File: src/rtl/wdog_pkg.sv
package wdog_pkg;

    typedef enum logic [1:0] {
        KICK_IDLE   = 2'd0,
        KICK_HAVE_A = 2'd1,
        KICK_HAVE_B = 2'd2
    } kick_state_t;

    typedef enum logic [1:0] {
        FIRE_NONE = 2'd0,
        FIRE_CHIP = 2'd1,
        FIRE_WARM = 2'd2
    } fire_state_t;

endpackage

File: src/rtl/wdog_tick.sv
module wdog_tick #(
    parameter int SYS_DIV = 4
) (
    input  logic clk,
    input  logic rst_n,
    input  logic use_osc_i,
    input  logic osc_tick_i,
    output logic tick_o
);
    logic tick_sys;

    generate
        if (SYS_DIV <= 1) begin : g_nodiv
            assign tick_sys = 1'b1;
        end else begin : g_div
            localparam int DIV_W = $clog2(SYS_DIV);
            localparam logic [DIV_W-1:0] DIV_LAST = DIV_W'(SYS_DIV - 1);
            logic [DIV_W-1:0] div_q;

            always_ff @(posedge clk or negedge rst_n) begin
                if (!rst_n) begin
                    div_q <= '0;
                end else if (div_q == DIV_LAST) begin
                    div_q <= '0;
                end else begin
                    div_q <= div_q + 1'b1;
                end
            end

            assign tick_sys = (div_q == DIV_LAST);
        end
    endgenerate

    assign tick_o = use_osc_i ? osc_tick_i : tick_sys;

endmodule

File: src/rtl/wdog_chain.sv
module wdog_chain #(
    parameter int PRE_W  = 8,
    parameter int POST_W = 7,
    parameter int SEL_W  = 3
) (
    input  logic             clk,
    input  logic             rst_n,
    input  logic             tick_i,
    input  logic             restart_i,
    input  logic [SEL_W-1:0] span_sel_i,
    output logic             expire_o
);
    localparam int TOT_W  = PRE_W + POST_W;
    localparam int N_SPAN = 2 ** SEL_W;

    logic [PRE_W-1:0]  pre_q;
    logic [POST_W-1:0] post_q;
    logic [TOT_W-1:0]  chain_w;
    logic [N_SPAN-1:0] term_vec;
    logic              pre_carry;
    logic              at_term;

    assign chain_w   = {post_q, pre_q};
    assign pre_carry = tick_i & (&pre_q);

    // one terminal detector per span code: all low bits of the span at one
    for (genvar j = 0; j < N_SPAN; j++) begin : g_span
        localparam int LEN = ((PRE_W + j) > TOT_W) ? TOT_W : (PRE_W + j);
        assign term_vec[j] = &chain_w[LEN-1:0];
    end

    assign at_term  = term_vec[span_sel_i];
    assign expire_o = tick_i & at_term & ~restart_i;

    always_ff @(posedge clk or negedge rst_n) begin
        if (!rst_n) begin
            pre_q <= '0;
        end else if (restart_i || expire_o) begin
            pre_q <= '0;
        end else if (tick_i) begin
            pre_q <= pre_q + 1'b1;
        end
    end

    always_ff @(posedge clk or negedge rst_n) begin
        if (!rst_n) begin
            post_q <= '0;
        end else if (restart_i || expire_o) begin
            post_q <= '0;
        end else if (pre_carry) begin
            post_q <= post_q + 1'b1;
        end
    end

endmodule

File: src/rtl/wdog_kick_fsm.sv
module wdog_kick_fsm
    import wdog_pkg::*;
(
    input  logic clk,
    input  logic rst_n,
    input  logic dual_mode_i,
    input  logic cmd_kick_i,
    input  logic cmd_kick_a_i,
    input  logic cmd_kick_b_i,
    input  logic cmd_sleep_i,
    output logic restart_o
);
    kick_state_t state_q, state_d;
    logic        kick_done;

    always_ff @(posedge clk or negedge rst_n) begin
        if (!rst_n) begin
            state_q <= KICK_IDLE;
        end else begin
            state_q <= state_d;
        end
    end

    always_comb begin
        state_d   = state_q;
        kick_done = 1'b0;
        if (!dual_mode_i) begin
            state_d   = KICK_IDLE;
            kick_done = cmd_kick_i;
        end else begin
            unique case (state_q)
                KICK_IDLE: begin
                    if (cmd_kick_a_i && cmd_kick_b_i) begin
                        kick_done = 1'b1;
                    end else if (cmd_kick_a_i) begin
                        state_d = KICK_HAVE_A;
                    end else if (cmd_kick_b_i) begin
                        state_d = KICK_HAVE_B;
                    end
                end
                KICK_HAVE_A: begin
                    if (cmd_kick_b_i) begin
                        kick_done = 1'b1;
                        state_d   = KICK_IDLE;
                    end
                end
                KICK_HAVE_B: begin
                    if (cmd_kick_a_i) begin
                        kick_done = 1'b1;
                        state_d   = KICK_IDLE;
                    end
                end
                default: state_d = KICK_IDLE;
            endcase
        end
        if (cmd_sleep_i) begin
            state_d = KICK_IDLE;
        end
    end

    assign restart_o = kick_done | cmd_sleep_i;

endmodule

File: src/rtl/wdog_guard.sv
module wdog_guard
    import wdog_pkg::*;
#(
    parameter int  PRE_W   = 8,
    parameter int  POST_W  = 7,
    parameter int  SYS_DIV = 4,
    localparam int SEL_W   = $clog2(POST_W + 1)
) (
    input  logic             clk,
    input  logic             rst_n,
    input  logic             use_osc_i,
    input  logic             osc_tick_i,
    input  logic             dual_mode_i,
    input  logic [SEL_W-1:0] span_sel_i,
    input  logic             cmd_kick_i,
    input  logic             cmd_kick_a_i,
    input  logic             cmd_kick_b_i,
    input  logic             cmd_sleep_i,
    input  logic             sleeping_i,
    output logic             chip_rst_o,
    output logic             warm_rst_o,
    output logic             expired_o
);
    logic        tick;
    logic        restart;
    logic        expire;
    fire_state_t fire_q, fire_d;
    logic        flag_q;

    wdog_tick #(.SYS_DIV(SYS_DIV)) u_tick (
        .clk        (clk),
        .rst_n      (rst_n),
        .use_osc_i  (use_osc_i),
        .osc_tick_i (osc_tick_i),
        .tick_o     (tick)
    );

    wdog_kick_fsm u_kick (
        .clk          (clk),
        .rst_n        (rst_n),
        .dual_mode_i  (dual_mode_i),
        .cmd_kick_i   (cmd_kick_i),
        .cmd_kick_a_i (cmd_kick_a_i),
        .cmd_kick_b_i (cmd_kick_b_i),
        .cmd_sleep_i  (cmd_sleep_i),
        .restart_o    (restart)
    );

    wdog_chain #(.PRE_W(PRE_W), .POST_W(POST_W), .SEL_W(SEL_W)) u_chain (
        .clk        (clk),
        .rst_n      (rst_n),
        .tick_i     (tick),
        .restart_i  (restart),
        .span_sel_i (span_sel_i),
        .expire_o   (expire)
    );

    // reset-kind state register
    always_ff @(posedge clk or negedge rst_n) begin
        if (!rst_n) begin
            fire_q <= FIRE_NONE;
        end else begin
            fire_q <= fire_d;
        end
    end

    always_comb begin
        unique case (fire_q)
            FIRE_NONE, FIRE_CHIP, FIRE_WARM: begin
                if (!expire) begin
                    fire_d = FIRE_NONE;
                end else if (sleeping_i) begin
                    fire_d = FIRE_WARM;
                end else begin
                    fire_d = FIRE_CHIP;
                end
            end
            default: fire_d = FIRE_NONE;
        endcase
    end

    // outputs decoded from the state
    always_comb begin
        chip_rst_o = 1'b0;
        warm_rst_o = 1'b0;
        unique case (fire_q)
            FIRE_CHIP: chip_rst_o = 1'b1;
            FIRE_WARM: warm_rst_o = 1'b1;
            default: ;
        endcase
    end

    always_ff @(posedge clk or negedge rst_n) begin
        if (!rst_n) begin
            flag_q <= 1'b0;
        end else if (restart) begin
            flag_q <= 1'b0;
        end else if (expire) begin
            flag_q <= 1'b1;
        end
    end

    assign expired_o = flag_q;

endmodule

File: config.mk
export PLATFORM = sky130hd
export DESIGN_NAME = wdog_guard
export DESIGN_NICKNAME = d
export VERILOG_FILES = /design/src/rtl/wdog_pkg.sv /design/src/rtl/wdog_tick.sv /design/src/rtl/wdog_chain.sv /design/src/rtl/wdog_kick_fsm.sv /design/src/rtl/wdog_guard.sv
export SDC_FILE = /design/constraint.sdc
export NUM_CORES = 1
export LEC_CHECK = 0
export BUFFER_PORTS_ARGS = -buffer_cell sky130_fd_sc_hd__buf_2
export CAP_MARGIN = 0
export CORE_MARGIN = 4
export CORE_UTILIZATION = 45
export CTS_BUF_LIST = sky130_fd_sc_hd__clkbuf_8
export DETAILED_ROUTE_END_ITERATION = 16
export GPL_TIMING_DRIVEN = 0
export PLACE_DENSITY = 0.68
export SETUP_SLACK_MARGIN = 0.5
export SLEW_MARGIN = 10
export SYNTH_ARGS = -nofsm -noshare
export SYNTH_HDL_FRONTEND = slang
export SYNTH_HIERARCHICAL = 1
export SYNTH_SLANG_ARGS = --single-unit
File: constraint.sdc
create_clock -name clk -period 1.77 [get_ports clk]
set_input_delay 0 -clock clk [delete_from_list [all_inputs] [get_ports clk]]
set_output_delay 0 -clock clk [all_outputs]
set_load 0.005 [all_outputs]
==> impl_summary.txt <==
----------------------------------------------------
[Run status]
  Result of the run ... finished with violations
  Violations in the final reports ... negative setup slack

[Routing]
  Average wire length per cell after detail routing ... roughly 17 µm
  Antenna-violating nets left ... 0
  Post-detailed-route via-to-cell ratio ... 5.71
  Number of optimization iterations in the first detailed-route pass ... 4
  WL final ... 3100 µm
  Vias after detailed routing ... 1067
  # DRC ... 0
  Starting DRT DRC Count ... 33

[Clocking]
  Clk buf depth ... 2
  Cell at the root of the clock tree ... sky130_fd_sc_hd__clkbuf_8
  Clock tree from TritonCTS ... done
  Total CTS buffers ... 3
  Num Clock Sinks ... 22
  Clock-pin slew of the registers on the worst-case setup and hold paths ... approximately 80 ps
  Insertion delay of the later-clocked pin in the worst-skew pair ... 260 ps
  Number of levels in the clock H-tree ... 1

[GRT]
  Number of antenna violations at the first check in global routing ... 0
  Number of global-route vias before repair ... 1133
  Pin count of the biggest net entering global routing ... 23
  Global-route wire length before repair ... 5330 µm
  Gr usage total ... 0.205
  Global-route congestion overflow total ... 0

[Job]
  Number of max-cap violations ... 0

[Floorplanning]
  Site Rows ... 18
  Horizontal die dimension ... 58.6 µm
  Standard cell core area ... 2450 µm²
  Total Die Area ... ~3400 µm²
  Chip Height ... 58.6 µm
  Initial cell density of the core ... 0.469
  Count of boundary I/O pins ... 16

[Timing]
  Hold slack ... 31.9 ps
  Maximum achievable frequency ... approximately 0.53 GHz
  Slew of the pin with the lowest slew margin ... 497 ps
  RSZ-0062 raised after global routing ... yes
  Max Slew Vio Count ... 0
  Period utilization ... 1.07
  Total count of hold-check failures in the final report ... 0
  Minimum clock period after layout ... 1900 ps
  Final setup fails ... 11
  Slew margin rel. ... 0.669
  Skew final ... 3.98 ps
  Min setup slack post-route ... -125 ps

[Placed design]
  Final HPWL DP ... 1720 µm
  Total of buffers placed on input and output ports ... 15
  Worst setup slack after placement ... -211 ps
  RD Place Congestion ... 0.749
  Area of placed instances ... 1320 µm²

[Pwr]
  Net switching component of the power ... around 0.23 mW
  Comb pwr share ... 0.113
  Power per cell area ... 570 nW/µm²
  Static leakage ... roughly 0.74 nW
  Switch share ... 0.234
  Part of the total power dissipated in the clock network ... 0.370
  Final total power ... 0.985 mW
  Maximum VDD drop ... between 0.6 and 0.7 mV
  Cell Int Power ... 0.755 mW
  Flop pwr share ... 0.518

[Synth]
  Synthesized net count ... 133
  Number of distinct standard cells referenced by the synthesized netlist ... 38
  Post-Syn Instances ... 115
  Cell area after synthesis ... ~1200 µm²
  Yosys warnings ... 6
  Number of flip-flops and latches in the synthesized netlist ... 22
  Sequential-to-total area share from yosys stat ... 0.478
  Post-synthesis average cell area ... approximately 10 µm²

[Critical path]
  Endpoint type of the worst setup path ... register
  Crit path kind ... reg2reg
  Arrival time at the worst endpoint ... 2090 ps
  CP required ... approximately 2000 ps
  Startpoint type of the worst setup path ... register
  Maximum fanout count along the critical path ... 4

[Layout]
  Proportion of layout cells with a drive suffix above 1 ... 0.484
  Diode insertion count for antenna repair ... 0
  Cell area after layout ... around 1700 µm²
  Layout fillers ... 180
  Final net count ... ~180
  Area added between synthesis and finish ... 50.1%

[Min path]
  Hold Crit Class ... in2reg

----------------------------------------------------
## what timing repair did
action	in CTS	in global routing
gates resized for setup	23	11
pin swaps	6	8
hold endpoints to repair	26	0
buffers inserted	14	4
setup endpoints to repair	18	18
hold buffers	4	0
gates cloned	1	0
## per-layer routing
metal | vias up | track usage | share of wire
li1 | 498 | - | -
met1 | 534 | 0.249 | 0.42
met2 | 29 | 0.362 | 0.52
met3 | 6 | 0.0570 | 0.045
met4 | 0 | 0.0485 | 0.016
met5 | - | 0 | 0
## power by group through the flow
stage	Combinational (mW)	Sequential, mW	Clock [mW]
after detailed placement	0.0762	0.519	0
final	0.111	0.510	0.364
after global routing	0.120	0.511	0.396
after global placement	0.0738	0.518	0
after floorplan	0.0412	0.518	0
after CTS	0.103	0.509	0.370
## state kept, by name, indices dropped and copies added (netlist names)
name,count
fire_q,2
expired_o,1
u_chain/pre_q,8
u_kick/state_q,2
u_tick/g_div.div_q,2
u_chain/post_q,7
## metrics by stage
step	setup TNS, ps	cells	util
final	-615	187	0.704
after global routing	-2350	187	0.704
after CTS	-286	183	0.676
after detailed placement	-1790	160	0.538
after global placement	-1130	160	0.538
after floorplan	-75.4	115	-
## worst paths after layout
check / start / end / slack, ps / depth (start not counted)
worst max register to register: u_tick/g_div.div_q[0]$_DFF_PN0_ / u_chain/post_q[5]$_DFFE_PN0P_ / -130 / 7
worst min register to register: u_tick/g_div.div_q[0]$_DFF_PN0_ / u_tick/g_div.div_q[0]$_DFF_PN0_ / 430 / 1
max in group asynchronous: rst_n / u_chain/pre_q[0]$_DFFE_PN0P_ / 1180 / 2
worst max-delay path: u_tick/g_div.div_q[0]$_DFF_PN0_ / u_chain/post_q[5]$_DFFE_PN0P_ / -130 / 7
worst min-delay path: dual_mode_i / u_kick/state_q[1]$_DFFE_PN0P_ / 30 / 3
min in group asynchronous: rst_n / u_chain/post_q[4]$_DFFE_PN0P_ / 230 / 2
## layout by cell type, fill, tap and decap left out, types with 5 or more instances in the layout
master and instances:
sky130_fd_sc_hd__nor2_1 13, sky130_fd_sc_hd__buf_2 15, sky130_fd_sc_hd__clkbuf_8 5, sky130_fd_sc_hd__dfrtp_1 21, sky130_fd_sc_hd__a21oi_2 6, sky130_fd_sc_hd__nand2_1 9, sky130_fd_sc_hd__buf_4 15
## area by class of cell
type	count	area [µm²]	area share
timing repair buffer	38	282	0.163
clock buffer	4	55.1	0.0319
multi-input combinational	87	762	0.441
buffer	2	25.0	0.0145
tap	30	37.5	0.0217
sequential	22	552	0.319
inverter	4	15.0	0.00869
## cell families after synthesis
logic type | count (synthesis) | synth area share
flip-flops | 22 | 0.478
XOR/XNOR | 7 | 0.0533
AO/OA/AOI/OAI | 21 | 0.142
adder cells (fa/ha/maj) | 5 | 0.0543
buffers and inverters | 6 | 0.0217
multiplexers | 2 | 0.0217
AND/OR/NAND/NOR | 52 | 0.228
## cells in the mapped netlist, drive strengths merged
cell type / number / area [µm²]
o311ai: 2 / 25.0
xor2: 3 / 26.3
ha: 5 / 62.6
or4: 2 / 18.8
nor2: 15 / 56.3
a211oi: 1 / 12.5
a32o: 1 / 10.0
nand3b: 1 / 7.51
a22o: 1 / 8.76
nand3: 6 / 35.0
a31oi: 1 / 6.26
mux2i: 1 / 10.0
a31o: 1 / 8.76
nor4: 3 / 18.8
a21oi: 7 / 38.8
buf: 1 / 5.00
nor2b: 4 / 25.0
dfrtp: 22 / 551
nor4b: 1 / 8.76
o2111ai: 1 / 8.76
nand2b: 2 / 15.0
nor3: 2 / 10.0
nand4: 1 / 6.26
clkbuf: 1 / 5.00
mux2: 1 / 15.0
o21ai: 1 / 5.00
nand2: 13 / 48.8
o31ai: 2 / 15.0
inv: 4 / 15.0
or3: 2 / 12.5
a21bo: 1 / 10.0
a21boi: 2 / 15.0
xnor2: 4 / 35.0
## critical path, stage by stage (launching register included)
cell and delay (ps):
sky130_fd_sc_hd__dfrtp_1 350, sky130_fd_sc_hd__ha_2 170, sky130_fd_sc_hd__mux2_4 170, sky130_fd_sc_hd__nand3_4 60, sky130_fd_sc_hd__or3_1 320, sky130_fd_sc_hd__clkbuf_8 150, sky130_fd_sc_hd__or4_4 470, sky130_fd_sc_hd__a21oi_2 120
No activity file was read; power rests on OpenSTA's default activity.
